<file path="config.mk">
export PLATFORM = sky130hd
export DESIGN_NAME = irq_arbiter
export DESIGN_NICKNAME = d
export VERILOG_FILES = /design/src/rtl/irq_pkg.sv /design/src/rtl/irq_pin_edge.sv /design/src/rtl/irq_prio_pick.sv /design/src/rtl/irq_regs.sv /design/src/rtl/irq_arbiter.sv
export SDC_FILE = /design/constraint.sdc
export NUM_CORES = 1
export LEC_CHECK = 0
export BUFFER_PORTS_ARGS = -buffer_cell sky130_fd_sc_hd__clkbuf_2
export CAP_MARGIN = 10
export CORE_UTILIZATION = 25
export DETAILED_ROUTE_END_ITERATION = 16
export GPL_ROUTABILITY_DRIVEN = 0
export PLACE_DENSITY_LB_ADDON = 0.1
export SYNTH_ARGS = -nofsm -noshare
export SYNTH_HDL_FRONTEND = slang
export SYNTH_SLANG_ARGS = --single-unit
</file>
<file path="constraint.sdc">
create_clock -name clk -period 1.9 [get_ports clk]
set_input_delay 0.38 -clock clk [delete_from_list [all_inputs] [get_ports clk]]
set_output_delay 0.38 -clock clk [all_outputs]
set_load 0.05 [all_outputs]
</file>
<file path="src/rtl/irq_pkg.sv">
package irq_pkg;
  localparam int N_SRC     = 6;
  localparam int N_EXT     = 2;
  localparam int BANK_SRC  = 3;
  localparam int IDX_W     = $clog2(N_SRC);
  localparam int EN_LSB    = 1;
  localparam int FLAG_LSB  = 4;

  typedef logic [N_SRC-1:0] src_vec_t;

  // mode bit 0 selects falling edges, bit 1 selects rising edges
  typedef enum logic [1:0] {
    EDGE_OFF  = 2'b00,
    EDGE_FALL = 2'b01,
    EDGE_RISE = 2'b10,
    EDGE_BOTH = 2'b11
  } edge_mode_e;
endpackage

</file>
<file path="src/rtl/irq_pin_edge.sv">
module irq_pin_edge #(
  parameter int SYNC_STAGES = 2
) (
  input  logic       clk,
  input  logic       rst_n,
  input  logic       pin,
  input  logic [1:0] mode,
  output logic       evt
);
  logic [SYNC_STAGES-1:0] sync_q;
  logic                   last_q;
  logic                   cur;
  logic                   rise;
  logic                   fall;

  always_ff @(posedge clk) begin
    if (!rst_n) begin
      sync_q <= '0;
      last_q <= 1'b0;
    end else begin
      sync_q <= {sync_q[SYNC_STAGES-2:0], pin};
      last_q <= sync_q[SYNC_STAGES-1];
    end
  end

  always_comb begin
    cur  = sync_q[SYNC_STAGES-1];
    rise = cur & ~last_q;
    fall = ~cur & last_q;
    evt  = (mode[1] & rise) | (mode[0] & fall);
  end
endmodule

</file>
<file path="src/rtl/irq_prio_pick.sv">
module irq_prio_pick
  import irq_pkg::*;
(
  input  src_vec_t         req,
  output logic             any,
  output logic [IDX_W-1:0] idx,
  output src_vec_t         grant
);
  // lowest index wins: index 0 has the highest priority
  always_comb begin
    idx   = '0;
    grant = '0;
    any   = |req;
    for (int i = N_SRC - 1; i >= 0; i--) begin
      if (req[i]) idx = IDX_W'(i);
    end
    if (any) grant[idx] = 1'b1;
  end
endmodule

</file>
<file path="src/rtl/irq_regs.sv">
module irq_regs
  import irq_pkg::*;
(
  input  logic       clk,
  input  logic       rst_n,
  input  logic       reg_we,
  input  logic       reg_sel,
  input  logic [7:0] reg_wdata,
  input  src_vec_t   evt,
  input  src_vec_t   clr,
  input  logic       accept,
  input  logic       reti,
  output src_vec_t   flag_q,
  output src_vec_t   en_q,
  output logic       master_q,
  output logic [7:0] reg_rdata
);
  src_vec_t flag_d;
  src_vec_t en_d;
  logic     master_d;

  always_comb begin
    flag_d = flag_q;
    en_d   = en_q;
    for (int s = 0; s < N_SRC; s++) begin
      int  bank;
      int  pos;
      logic hit;
      bank = s / BANK_SRC;
      pos  = s % BANK_SRC;
      hit  = reg_we && (int'(reg_sel) == bank);
      if (hit) begin
        flag_d[s] = reg_wdata[FLAG_LSB + pos];
        en_d[s]   = reg_wdata[EN_LSB + pos];
      end
      // acceptance clears, a fresh event always wins
      flag_d[s] = (flag_d[s] & ~clr[s]) | evt[s];
    end
    if (accept)                      master_d = 1'b0;
    else if (reti)                   master_d = 1'b1;
    else if (reg_we && !reg_sel)     master_d = reg_wdata[0];
    else                             master_d = master_q;
  end

  always_ff @(posedge clk) begin
    if (!rst_n) begin
      flag_q   <= '0;
      en_q     <= '0;
      master_q <= 1'b0;
    end else begin
      flag_q   <= flag_d;
      en_q     <= en_d;
      master_q <= master_d;
    end
  end

  always_comb begin
    reg_rdata = '0;
    for (int p = 0; p < BANK_SRC; p++) begin
      reg_rdata[EN_LSB + p]   = reg_sel ? en_q[BANK_SRC + p]   : en_q[p];
      reg_rdata[FLAG_LSB + p] = reg_sel ? flag_q[BANK_SRC + p] : flag_q[p];
    end
    reg_rdata[0] = reg_sel ? 1'b0 : master_q;
  end
endmodule

</file>
<file path="src/rtl/irq_arbiter.sv">
module irq_arbiter
  import irq_pkg::*;
#(
  parameter int VEC_W       = 8,
  parameter int VEC_STEP    = 4,
  parameter int SYNC_STAGES = 2
) (
  input  logic             clk,
  input  logic             rst_n,
  input  logic             ext0_pin,
  input  logic             ext1_pin,
  input  logic [1:0]       ext0_mode,
  input  logic [1:0]       ext1_mode,
  input  logic             tmr0_ovf,
  input  logic             tmr1_ovf,
  input  logic             adc_done,
  input  logic             rtc_tick,
  input  logic             reg_we,
  input  logic             reg_sel,
  input  logic [7:0]       reg_wdata,
  output logic [7:0]       reg_rdata,
  input  logic             stack_full,
  input  logic             reti,
  output logic             irq_valid,
  input  logic             irq_ready,
  output logic [VEC_W-1:0] irq_vector
);
  logic [N_EXT-1:0]       pins;
  logic [N_EXT-1:0][1:0]  modes;
  logic [N_EXT-1:0]       ext_evt;
  src_vec_t               evt;
  src_vec_t               flag_q;
  src_vec_t               en_q;
  src_vec_t               grant;
  src_vec_t               clr;
  logic                   master_q;
  logic                   any_req;
  logic [IDX_W-1:0]       win_idx;
  logic                   accept;

  assign pins  = {ext1_pin, ext0_pin};
  assign modes = {ext1_mode, ext0_mode};

  for (genvar g = 0; g < N_EXT; g++) begin : g_ext
    irq_pin_edge #(.SYNC_STAGES(SYNC_STAGES)) u_edge (
      .clk  (clk),
      .rst_n(rst_n),
      .pin  (pins[g]),
      .mode (modes[g]),
      .evt  (ext_evt[g])
    );
  end

  assign evt = {rtc_tick, adc_done, tmr1_ovf, tmr0_ovf, ext_evt};

  irq_prio_pick u_pick (
    .req  (flag_q & en_q),
    .any  (any_req),
    .idx  (win_idx),
    .grant(grant)
  );

  assign irq_valid  = master_q & ~stack_full & any_req;
  assign accept     = irq_valid & irq_ready;
  assign clr        = accept ? grant : '0;
  assign irq_vector = VEC_W'((int'(win_idx) + 1) * VEC_STEP);

  irq_regs u_regs (
    .clk      (clk),
    .rst_n    (rst_n),
    .reg_we   (reg_we),
    .reg_sel  (reg_sel),
    .reg_wdata(reg_wdata),
    .evt      (evt),
    .clr      (clr),
    .accept   (accept),
    .reti     (reti),
    .flag_q   (flag_q),
    .en_q     (en_q),
    .master_q (master_q),
    .reg_rdata(reg_rdata)
  );
endmodule

</file>
# Yosys cells after proc, flatten, opt, wreduce, memory -nomap -nowiden
# Index checks and enable logic that the tools add are counted.
# totals
reg_bits	19
latch_bits	0
ram_bits	0
rom_bits	0
in_bits	25
out_inout_bits	17
elab_cells	83
n_memories	0
# op_classes
addsub	1
multipliers	0
div	0
magnitude_cmp	2
n_eq_ne	0
shifts	0
n_mux	25
n_bitwise	39
reduce_logical	8
# ops
operator	count
3-bit 2-to-1 mux	6
1-bit bitwise AND	17
1-bit 2-to-1 mux	16
1-bit inverter	13
6-bit 2-to-1 mux	2
1-bit OR	8
6-bit bitwise AND	1
6-bit OR reduction	1
3-bit by 1-bit adder with 4-bit output, second input constant	1
1-bit logical AND	4
3-bit by 4-bit < comparator with 1-bit output, second input constant	1
1-bit demux with 3-bit select	1
3-bit by 1-bit >= comparator with 1-bit output, second input constant	1
2-bit nonzero test	1
2-bit OR reduction	1
1-bit logical NOT	1

# Depth between registers and ports, before layout
# Gate-level depths: netlist of run 1.
# depth
depth_word	16
mapped_depth	6
ltp_nobuf	6

# Cells and area by module
# From an unflattened synthesis of run 1, not the netlist that was laid out.
# unflattened
cells_unflattened	131
area_unflattened_um2	1154.9
# by_module_without_submodules
module	n_inst	cells_each	area_each_um2	seq_area_each_um2
irq_regs	1	71	674.4	260.2
irq_pin_edge	2	9	100.1	60.1
irq_arbiter	1	25	183.9	0.0
irq_prio_pick	1	17	96.3	0.0

# Worst setup path after synthesis of run 1
# No wires, ideal clock.
# synth_timing
path_kind	reg2out
startpoint	reg u_regs.en_q[4]
endpoint	out irq_vector[4]
t_arrival_ns	2.189
required_ns	1.520
path_slack_ns	-0.669
stages_incl_launch_ff	7
path_buffers	0
cell_sequence	dfxtp_1 and2_1 o211ai_1 nand3_1 inv_1 ha_1 xnor2_1
# synth_via
elab_chain_len	7
# synth_lines
element	line_no	rtl
start, declared	irq_regs.sv:14	output src_vec_t en_q,
start signal, assigned	irq_regs.sv:52	en_q <= en_d;
6-bit bitwise AND	irq_arbiter.sv:57	.req (flag_q & en_q),
3-bit 2-to-1 mux (5 in a row)	irq_prio_pick.sv:15	if (req[i]) idx = IDX_W'(i);
3-bit by 1-bit adder with 4-bit output	irq_arbiter.sv:66	assign irq_vector = VEC_W'((int'(win_idx) + 1) * VEC_STEP);
end, declared	irq_arbiter.sv:26	output logic [VEC_W-1:0] irq_vector
# No other way between the ends.

# Worst setup path in the final report of run 1
# layout_timing
startpoint	reg u_regs.flag_q[4]
endpoint	out irq_vector[4]
# layout_via
elab_chain_len	7
# layout_lines
element	line_no	rtl
start, declared	irq_regs.sv:13	output src_vec_t flag_q,
start signal, assigned	irq_regs.sv:51	flag_q <= flag_d;
6-bit bitwise AND	irq_arbiter.sv:57	
3-bit 2-to-1 mux (5 in a row)	irq_prio_pick.sv:15	
3-bit by 1-bit adder with 4-bit output	irq_arbiter.sv:66	
# No other way between the ends.

==> summary.md, run 1 <==
| Metric | Value |
|---|---|
| Status | `finished with violations` |
| Failing checks | `setup timing` |
| Area delta synth->final | `39.0%` |
| Hold Crit Depth | `2` |
| Number of synthesized register bits | `19` |
| Pre-antenna DRT Iters | `4` |
| Fillers | `416` |
| CTS tree | `built` |
| Die Y | `65.9 microns` |
| Initial Util | `between 20 and 30%` |
| Post-Route WL | `2570 microns` |
| Total gr overflow | `0` |
| Final period util | `104%` |
| Worst hold path endpoint | `g_ext[0].u_edge.sync_q[0]` |
| CP max FO | `2` |
| Final Non-Filler Cells | `207` |
| Yosys warns | `0` |
| First-pass GRT wire length | `3920 microns` |
| Hold path start | `ext0_pin` |
| Clock share of power | `28.4%` |
| Crit path arrival time | `1.59 ns` |
| Initial antenna violation count | `0` |
| Worst-path clk slew | `0.07 ns` |
| Post-synthesis compound-gate area fraction | `14.6%` |
| XOR/XNOR share of the synthesized area | `0.857%` |
| Hold Path Class | `input port to flip-flop` |
| R2r setup slk | `0.62 ns` |
| Hold Buf Count CTS | `0` |
| Via count | `929` |
| Site Rows | `22` |
| Worst skew pair latency | `0.25 ns` |
| Die area | `4350 sq um` |
| Fmax | `a little over 500 MHz` |
| Sink Count | `19` |
| R2R Path Start | `u_regs.flag_q[2]` |
| Synth Area per Inst | `8.81 sq um` |
| Share of layout cells above drive strength 1 | `42.8%` |
| Fin nets | `186` |
| Simple-Gate Fraction of Synth Area | `a little over a fifth` |
| Vias per cell | `between 4 and 5` |
| Post-synth top area share | `a little under two fifths` |
| Root Buffer | `clkbuf_8` |
| # IOs | `42` |
| Sw Share | `31.5%` |
| Die Wd | `65.9 microns` |
| Comb pwr share | `26.8%` |
| Top cells by area, synth | `dfxtp_1 (37%), mux2_2 (9.9%), buf_4 (4.4%), and2_1 (4.3%), nand2_1 (4.0%)` |
| Seq/Total Area, Yosys | `37.2%` |
| Post-synthesis cell area | `1020 sq um` |
| FF-to-FF path depth | `4` |
| Mapped Cells | `116` |
| Max Buffers Root-to-Sink | `2` |
| Synth Area in Adders | `between 1 and 1.5%` |
| Critical Path RT | `1.52 ns` |
| Design Power | `between 900 and 1000 uW` |
| Multiplexer area fraction after synthesis | `15.1%` |
| Worst Setup Slack, final | `-0.0677 ns` |
| Final-report hold violation count | `0` |
| Internal power | `672 uW` |
| Routed WL per cell | `12.4 microns` |
| Largest net degree at the start of global routing | `20` |
| Psw | `~310 uW` |
| CTS Buf Count | `3` |
| Post-synth top area cell | `dfxtp_1` |
| RSZ-0062 raised after global routing | `true` |
| # placed instances | `201` |
| Largest family of logic cells by synthesized area | `simple AND/OR/NAND/NOR gates` |
| DRT iter0 DRCs | `19` |
| Port Buffers | `34` |
| Fin crit period | `1.97 ns` |
| CP endpoint kind | `output port` |
| Max Slew Vio Count | `0` |
| Routed Antenna Nets | `0` |
| Ant. Diodes | `0` |
| Library cells used by synthesis | `33` |
| MaxCap Viol Count | `0` |
| Final Skew | `around 0.0036 ns` |
| PD cells | `691 nW/um^2` |
| Setup-failing EPs final | `2` |
| Detail Placement HPWL | `between 1500 and 2000 microns` |
| Flop pwr share | `about 45%` |
| Final core occ | `~37%` |
| Crit path launch type | `flip-flop` |
| H-tree depth | `1` |
| Post-route DRC | `0` |
| Vias in the first global route | `852` |
| GRT Util Overall | `12.2%` |
| Leak Pwr | `0.000634 uW` |
| WS Path Type | `flip-flop to output port` |
| Area of the core | `3800 sq um` |
| FF-to-FF End | `u_regs.flag_q[4]` |
| Max VDD drop | `~0.46 mV` |
==> worst max-delay path by stage <==
| stage | end | slack (ns) | start |
|---|---|---|---|
| after floorplan | irq_vector[4] | 0.009 | u_regs.flag_q[4] |
| after global placement | irq_vector[4] | 0.11 | u_regs.flag_q[4] |
| after detailed placement | irq_vector[4] | 0.08 | u_regs.flag_q[4] |
| after CTS | irq_vector[4] | -0.08 | u_regs.flag_q[4] |
| after global routing | irq_vector[4] | -0.13 | u_regs.flag_q[4] |
| final | irq_vector[4] | -0.07 | u_regs.flag_q[4] |
==> layout make-up <==
class	count	area (sq um)	share of cell area, %
inverters	7	28.8	2.02
well taps	48	60.1	4.23
clock inverters	1	5.00	0.352
multi-input cells	86	628	44.2
flip-flops and latches	19	383	26.9
repair buffers	43	275	19.4
clock buffers	3	41.3	2.90
==> metrics by stage <==
step | hold slack (ns) | cell area, sq um | setup TNS [ns] | setup WS (ns)
2_1_floorplan | 0.412 | 1070 | 0 | 0.00904
3_3_place_gp | 0.423 | 1310 | 0 | 0.108
3_5_place_dp | 0.425 | 1310 | 0 | 0.0777
4_1_cts | 0.324 | 1420 | -0.0997 | -0.0803
5_1_grt | 0.319 | 1420 | -0.204 | -0.135
6_report | 0.327 | 1420 | -0.0778 | -0.0677
==> power by group through the flow <==
stage	Combinational (uW)	Clock (uW)	Sequential [uW]
4_1_cts	265	290	439
6_report	263	279	440
3_5_place_dp	246	0	448
5_1_grt	282	309	443
2_1_floorplan	184	0	443
3_3_place_gp	243	0	447
==> logic make-up after synthesis <==
kind of cell | count (synthesis)
multiplexers | 14
XOR/XNOR | 1
flip-flops | 19
AND/OR/NAND/NOR | 40
other | 1
AO/OA/AOI/OAI | 24
buffers and inverters | 16
adder cells (fa/ha/maj) | 1
==> cell usage in the layout, fill, tap and decap left out, drive strengths merged <==
| cell type | synthesis | routed |
|---|---|---|
| nor3b | 1 | 1 |
| nor2b | 5 | 5 |
| clkbuf | 1 | 35 |
| xnor2 | 1 | 1 |
| mux2i | 3 | 3 |
| inv | 7 | 7 |
| o21ai | 6 | 6 |
| nor2 | 3 | 3 |
| ha | 1 | 1 |
| clkinv | 0 | 1 |
| nand2 | 11 | 11 |
| nand2b | 3 | 3 |
| mux2 | 11 | 11 |
| a21boi | 4 | 4 |
| a22oi | 1 | 1 |
| o21a | 1 | 1 |
| a31oi | 5 | 5 |
| o22ai | 1 | 1 |
| nor3 | 1 | 1 |
| o221ai | 1 | 1 |
| and3 | 1 | 1 |
| nand3 | 6 | 6 |
| o211ai | 1 | 1 |
| nand3b | 2 | 2 |
| buf | 8 | 11 |
| dfxtp | 19 | 19 |
| and2 | 7 | 7 |
| a21oi | 4 | 4 |
| conb | 1 | 6 |
==> routing by layer <==
metal / track usage [%] / up-vias / share of wire, %
li1: - / 473 / -
met1: 14.0 / 425 / 46
met2: 22.1 / 29 / 48
met3: 3.62 / 2 / 5.1
met4: 2.39 / 0 / 0.62
met5: 0 / - / 0
==> sequential cells by signal, indices dropped and copies added (netlist names) <==
signal,cells
u_regs.en_q,6
u_regs.flag_q,6
g_ext.u_edge.sync_q,4
g_ext.u_edge.last_q,2
u_regs.master_q,1
==> synth_stat cells (all sizes together) <==
library cell and count:
dfxtp 19, mux2 11, nand2 11, buf 8, and2 7, inv 7, nand3 6, o21ai 6
a31oi 5, nor2b 5, a21boi 4, a21oi 4, mux2i 3, nand2b 3, nor2 3, nand3b 2
a22oi 1, and3 1, clkbuf 1, conb 1, ha 1, nor3 1, nor3b 1, o211ai 1
o21a 1, o221ai 1, o22ai 1, xnor2 1
==> worst max-delay path, stage by stage (launching register included) <==
cell and delay, ns:
dfxtp_2 0.32, and2_4 0.15, o211ai_1 0.25, nand3_4 0.12, inv_4 0.08, ha_4 0.14
xnor2_4 0.12, buf_12 0.15
==> repair_timing <==
item / in CTS / in global routing
endpoints found under the setup margin: 2 / 4
resized for setup: 11 / 4
pin swaps: 4 / 0
buffers inserted: 2 / 0
Power figures use the tool's default switching activity.
==> inputs of run 2 (changes only) <==
--- a/config.mk
+++ b/config.mk
@@ -5,6 +5,7 @@
 export SDC_FILE = /design/constraint.sdc
 export NUM_CORES = 1
 export LEC_CHECK = 0
+export ABC_AREA = 1
 export BUFFER_PORTS_ARGS = -buffer_cell sky130_fd_sc_hd__clkbuf_2
 export CAP_MARGIN = 10
 export CORE_UTILIZATION = 25
==> run 2 against run 1 <==
Compared with the run above: the flow now finishes without violations; global-route usage is 0.84 points higher; worst setup slack better by 0.081 ns; sequential share of layout area is 0.34 points lower; maximum frequency is 4.3% higher; register-to-register slack worse by 0.04 ns; routed wire length is 2.6% higher.
==> summary.md, run 2 <==
| Metric | Value |
|---|---|
| Hold Path Class | `input port to flip-flop` |
| Fmax | `530 MHz (+4.3%)` |
| Setup-failing EPs final | `0 (-2)` |
| First-pass GRT wire length | `4360 microns (+11%)` |
| Total gr overflow | `0 (unchanged)` |
| Largest net degree at the start of global routing | `15 (-25%)` |
| Final Non-Filler Cells | `258 (+25%)` |
| Share of layout cells above drive strength 1 | `32.7% (-10 points)` |
| Post-synthesis cell area | `1080 sq um (+5.3%)` |
| Max Slew Vio Count | `0 (unchanged)` |
| Most frequent cell after synthesis | `nand2_1` |
| Seq/Total Area, Yosys | `35.3% (-1.9 points)` |
| Ant. Diodes | `0 (unchanged)` |
| Post-synth top area share | `35.3% (-1.9 points)` |
| Sink Count | `19 (unchanged)` |
| Initial Util | `26.5% (-0.39 points)` |
| RSZ-0062 raised after global routing | `true` |
| Async set-reset flop share out of synthesis | `0% (unchanged)` |
| Max VDD drop | `0.287 mV (-37%)` |
| Die Wd | `67.6 microns (+2.5%)` |
| Routed WL per cell | `10.2 microns (-18%)` |
| Yosys warns | `0 (unchanged)` |
| Fin crit period | `1.89 ns (-0.0813 ns)` |
| Fin nets | `235 (+26%)` |
| Simple-Gate Fraction of Synth Area | `33.4% (+12 points)` |
| Post-route DRC | `0 (unchanged)` |
| Status | `finished clean` |
| Number of synthesized register bits | `19 (unchanged)` |
| Vias per cell | `4.16 (-7.4%)` |
| Final-report hold violation count | `0 (unchanged)` |
| Post-Route WL | `2640 microns (+2.6%)` |
| XOR/XNOR share of the synthesized area | `0.814% (-0.043 points)` |
| Hold Buf Count CTS | `0 (unchanged)` |
| Top cells by area, synth | `dfxtp_1 (35%), nand2_1 (17%), inv_1 (9.4%), o21ai_0 (6.5%), nor2_1 (5.9%)` |
| DRT iter0 DRCs | `30 (+11)` |
| CP max FO | `3 (+1)` |
| Post-synthesis compound-gate area fraction | `13.0% (-1.5 points)` |
| # placed instances | `253 (+26%)` |
| R2r setup slk | `0.58 ns (-0.04 ns)` |
| Commonest cells after routing, fill and taps aside | `nand2_1 (46), clkbuf_2 (32), inv_1 (26)` |
| CTS Buf Count | `3 (unchanged)` |
| Post-synth top area cell | `dfxtp_1` |
| Final core occ | `35.7% (-1.7 points)` |
| Worst hold path endpoint | `g_ext[1].u_edge.sync_q[0]` |
| PD cells | `713 nW/um^2 (+3.2%)` |
| Final Skew | `0.00443 ns (+0.000829 ns)` |
| Synth Area per Inst | `6.48 sq um (-26%)` |
| Routed Antenna Nets | `0 (unchanged)` |
| CP endpoint kind | `output port` |
| FF-to-FF path depth | `8 (+4)` |
| Crit path launch type | `flip-flop` |
| Area delta synth->final | `34.7%` |
| Worst skew pair latency | `0.26 ns (about the same)` |
| R2R Path Start | `u_regs.flag_q[1]` |
| Die Y | `67.6 microns (+2.5%)` |
| Synth Area in Adders | `1.16% (-0.061 points)` |
| Regs by FF count | `u_regs.en_q x6, u_regs.flag_q x6, g_ext.u_edge.sync_q x4` |
| Max Buffers Root-to-Sink | `2 (unchanged)` |
| Pre-antenna DRT Iters | `4 (unchanged)` |
| # IOs | `42 (unchanged)` |
| Largest family of logic cells by synthesized area | `simple AND/OR/NAND/NOR gates` |
| Via count | `1072 (+15%)` |
| WS Path Type | `flip-flop to output port` |
| Worst-path clk slew | `0.08 ns (about the same)` |
| Port Buffers | `34 (unchanged)` |
| Final period util | `99.3% (-4.3 points)` |
| MaxCap Viol Count | `0 (unchanged)` |
| Critical Path RT | `1.52 ns (about the same)` |
| Commonest non-fill, non-tap cell in the layout | `nand2_1` |
| CTS tree | `built` |
| Multiplexer area fraction after synthesis | `0% (-15 points)` |
| GRT Util Overall | `13.0% (+0.84 points)` |
| Root Buffer | `clkbuf_8` |
| Area of the core | `4060 sq um (+6.8%)` |
| Die area | `4570 sq um (+5.1%)` |
| Crit path arrival time | `1.51 ns (-0.08 ns)` |
| H-tree depth | `1 (unchanged)` |
| Mapped Cells | `166 (+43%)` |
| Library cells used by synthesis | `22 (-33%)` |
| Vias in the first global route | `1040 (+22%)` |
| Detail Placement HPWL | `2130 microns (+8.4%)` |
| Design Power | `1030 uW (+5.2%)` |
| Top post-synthesis cells by count | `nand2_1 (50), inv_1 (27), dfxtp_1 (19)` |
| FF-to-FF End | `u_regs.flag_q[5]` |
| Hold path start | `ext1_pin` |
| Site Rows | `23 (+4.5%)` |
| Hold Crit Depth | `3 (+1)` |
| Leak Pwr | `0.000822 uW (+30%)` |
| Top_reg_cell synth | `dfxtp_1` |
| Initial antenna violation count | `0 (unchanged)` |
| EDFF count, synth | `0 (unchanged)` |
==> run 2: cell types whose count changed after synthesis, moves of 3 or more <==
cell	before	now
and2_1	7	0
a21oi_1	4	7
nand2b_1	3	0
nor2b_1	4	0
mux2_2	9	0
nand2_2	0	3
o21ai_0	4	14
mux2i_1	3	0
a31oi_1	5	2
nand2_1	11	50
a21boi_0	4	0
nand2_4	0	3
nor2_1	3	17
inv_1	7	27
==> run 2: cells by family (layout without fill, tap and decap cells) <==
kind of cell / after synthesis / after routing
other: 1 / 6
flip-flops: 19 / 19
XOR/XNOR: 1 / 1
adder cells (fa/ha/maj): 1 / 1
AO/OA/AOI/OAI: 26 / 26
AND/OR/NAND/NOR: 80 / 80
buffers and inverters: 38 / 75
==> run 2: worst max-delay path by stage <==
stage / from / end / slack [ns] / cells after the start
finish: u_regs.flag_q[4] / irq_vector[4] / 0.01 / 10
global route: u_regs.flag_q[4] / irq_vector[4] / -0.10 / 10
CTS: u_regs.flag_q[4] / irq_vector[4] / -0.02 / 10
detailed placement: u_regs.flag_q[4] / irq_vector[4] / 0.02 / 10
global placement: u_regs.flag_q[4] / irq_vector[4] / 0.04 / 10
floorplan: u_regs.flag_q[5] / irq_vector[4] / 0.03 / 10
==> run 2: routing by layer <==
metal	track usage (%)	vias up	part of all wire (%)
met5	0	-	0
met2	22.6	31	46
li1	-	577	-
met3	2.70	7	5.8
met4	6.91	0	2.4
met1	14.7	457	46
==> run 2: critical path, cell delays in order (launching register included) <==
cell and delay (ns):
dfxtp_2 0.36, nand2_2 0.06, nand2_1 0.06, nand2_1 0.05, nand2_1 0.07, nand2_2 0.07, nand2_4 0.07, inv_4 0.04
ha_4 0.16, xnor2_4 0.13, buf_8 0.16
==> run 2: cell type report <==
cell class / count / area, sq um
clock buffer: 3 / 41.3
clock inverter: 1 / 5.00
fill: 436 / 2610
inverter: 30 / 118
multi-input combinational: 114 / 594
sequential: 19 / 385
tap: 50 / 62.6
timing repair buffer: 41 / 243
==> run 2: stage by stage <==
step	setup TNS (ns)	hold WS, ns	setup WS (ns)	area (sq um)
6_report	0	0.291	0.0136	1450
5_1_grt	-0.123	0.313	-0.104	1450
4_1_cts	-0.0215	0.292	-0.0215	1450
3_5_place_dp	0	0.401	0.0214	1340
3_3_place_gp	0	0.400	0.0424	1340
2_1_floorplan	0	0.390	0.0306	1120
==> run 2: where the power goes <==
| group | leakage (uW) | total, uW | internal, uW | switching (uW) |
|---|---|---|---|---|
| sequential | 0.000158 | 443 | 424 | 18.6 |
| clock | 0.0000255 | 293 | 146 | 147 |
| combinational | 0.000638 | 297 | 101 | 196 |
==> run 2: repair_timing <==
item	in CTS	in global routing
buffers inserted	1	0
gates resized for setup	17	2
pin swaps	2	1
gates cloned	0	0
endpoints found under the setup margin	2	2
==> inputs of run 3 (changes only) <==
==> constraint.sdc (replaced) <==
create_clock -name clk -period 1.6 [get_ports clk]
set_input_delay 0.32 -clock clk [delete_from_list [all_inputs] [get_ports clk]]
set_output_delay 0.32 -clock clk [all_outputs]
set_load 0.05 [all_outputs]
==> run 3 against run 2 <==
Compared with the run above: the run now ends with setup timing left; non-clock buffer count grew 8; sequential share of layout area is 1.6 points lower; register-to-register slack worse by 0.40 ns; critical endpoint unchanged.
==> summary.md, run 3 (same netlist as run 2, synthesis figures left out) <==
| Metric | Value |
|---|---|
| Status | `finished with violations` |
| Failing checks | `setup timing` |
| Die Wd | `67.6 microns (unchanged)` |
| Regs by FF count | `u_regs.en_q x6, u_regs.flag_q x6, g_ext.u_edge.sync_q x4` |
| Design Power | `1250 uW (+21%)` |
| Post-Route WL | `2650 microns (+0.34%)` |
| Commonest non-fill, non-tap cell in the layout | `nand2_1` |
| PD cells | `811 nW/um^2 (+14%)` |
| MaxCap Viol Count | `0 (unchanged)` |
| Final hold slack | `0.244 ns (-0.0473 ns)` |
| Max VDD drop | `0.494 mV (+72%)` |
| GR Util met1 | `16.6% (+1.9 points)` |
| Port Buffers | `34 (unchanged)` |
| Commonest cells after routing, fill and taps aside | `nand2_1 (48), clkbuf_2 (30), inv_1 (24)` |
| Sink Count | `19 (unchanged)` |
| Area of the core | `4060 sq um (unchanged)` |
| Initial antenna violation count | `0 (unchanged)` |
| Fin area | `1550 sq um (+6.7%)` |
| CP max FO | `2 (-1)` |
| Largest net degree at the start of global routing | `15 (unchanged)` |
| Crit path launch type | `flip-flop` |
| Gr busiest metal | `met2` |
| Share of layout cells above drive strength 1 | `35.2% (+2.5 points)` |
| Hold Path Class | `input port to flip-flop` |
| Final Non-Filler Cells | `266 (+3.1%)` |
| CP endpoint kind | `output port` |
| Max Slew Vio Count | `0 (unchanged)` |
| Worst skew pair latency | `0.26 ns (about the same)` |
| Fin crit period | `~1.8 ns` |
| Initial Util | `26.5% (unchanged)` |
| Pre-CTS setup slack | `0.0176 ns (-0.00374 ns)` |
| Critical Path RT | `1.28 ns (-0.24 ns)` |
| Routed Antenna Nets | `0 (unchanged)` |
| Routed WL per cell | `9.95 microns (-2.7%)` |
| Hold Buf Count CTS | `0 (unchanged)` |
| # placed instances | `258 (+2.0%)` |
| H-tree depth | `1 (unchanged)` |
| Vias per cell | `4.08 (-1.8%)` |
| Max Buffers Root-to-Sink | `2 (unchanged)` |
| # IOs | `42 (unchanged)` |
| Final-report hold violation count | `0 (unchanged)` |
| Met2 Use GR | `22.3% (-0.37 points)` |
| Root Buffer | `clkbuf_8` |
| Crit path arrival time | `1.53 ns (+0.02 ns)` |
| DRT iter0 DRCs | `44 (+47%)` |
| Final Skew | `0.00388 ns (-0.000554 ns)` |
| Vias in the first global route | `1010 (-2.9%)` |
| Worst Setup Slack, final | `-0.248 ns (-0.262 ns)` |
| Leak Pwr | `0.000867 uW (+5.5%)` |
| GRT met3 Usage | `3.38% (+0.68 points)` |
| Detail Placement HPWL | `2160 microns (+1.1%)` |
| Fillers | `456 (+4.6%)` |
| Site Rows | `23 (unchanged)` |
| Multi-input gate area | `598 sq um (+0.63%)` |
| Ant. Diodes | `0 (unchanged)` |
| Die Y | `67.6 microns (unchanged)` |
| CTS Buf Count | `3 (unchanged)` |
| RSZ-0062 raised after global routing | `true` |
| Area delta synth->final | `43.7%` |
| Worst-path clk slew | `0.07 ns (about the same)` |
| Sequential cell area | `387 sq um (+0.32%)` |
| Post-route DRC | `0 (unchanged)` |
| Via count | `1085 (+1.2%)` |
| GRT Util Overall | `13.2% (+0.21 points)` |
| Total gr overflow | `0 (unchanged)` |
| Fmax | `between 500 and 600 MHz` |
| Die area | `4570 sq um (unchanged)` |
| CTS tree | `built` |
| Final period util | `116%` |
| Setup-failing EPs final | `3 (+3)` |
| Pre-antenna DRT Iters | `4 (unchanged)` |
| Fin nets | `243 (+3.4%)` |
| Placed Area | `1430 sq um (+7.0%)` |
| First-pass GRT wire length | `4440 microns (+1.9%)` |
| WS Path Type | `flip-flop to output port` |
run 3: per-layer routing:
metal / wire (microns) / share of wire [%] / vias up
met1: 1240 / 47 / 452
met5: 0 / 0 / -
met3: 161 / 6.1 / 5
li1: - / - / 595
met4: 20 / 0.76 / 0
met2: 1230 / 46 / 33
run 3: metrics by stage:
| stage | util [%] | TNS (ns) |
|---|---|---|
| 4_1_cts | 37.6 | -0.474 |
| 2_1_floorplan | - | -0.0571 |
| 5_1_grt | 38.1 | -0.817 |
| 3_3_place_gp | 35.3 | 0 |
| 6_report | 38.1 | -0.500 |
| 3_5_place_dp | 35.3 | 0 |
run 3: path summary, 6_finish.rpt:
path / start / end / slack [ns] / cells after the start
min: ext1_pin / g_ext[1].u_edge.sync_q[0] / 0.24 / 3
min reg2reg: g_ext[0].u_edge.sync_q[0] / g_ext[0].u_edge.sync_q[1] / 0.41 / 2
max: u_regs.en_q[5] / irq_vector[4] / -0.25 / 11
max reg2reg: u_regs.en_q[5] / u_regs.flag_q[2] / 0.18 / 13
run 3: area by class of cell:
cell class,instances,share of cell area [%]
sequential,19,25.0
multi-input combinational,114,38.7
tap,50,4.05
clock buffer,4,2.91
timing repair buffer,49,21.8
inverter,30,7.61
run 3: timing repair:
action,CTS,global route
setup endpoints to repair,4,4
cloned,0,0
gates resized for setup,11,5
pin swaps,2,3
endpoints found under the hold margin,0,0
buffers inserted,2,2
run 3: worst max-delay path: stages, from the launching register on:
cell     delay (ns)
dfxtp_2        0.33
nand2_2        0.07
inv_2          0.03
nand2_1        0.04
nand2_1        0.04
nand2_1        0.06
nand2_2        0.09
nand2_8        0.08
inv_4          0.04
ha_4           0.16
xnor2_4        0.17
buf_12         0.15
run 3: power breakdown:
| group | leakage (uW) | switching, uW | internal [uW] | total, uW |
|---|---|---|---|---|
| sequential | 0.000159 | 18.4 | 505 | 523 |
| clock | 0.0000228 | 157 | 177 | 335 |
| combinational | 0.000686 | 244 | 152 | 396 |
| total | 0.000867 | 420 | 833 | 1250 |
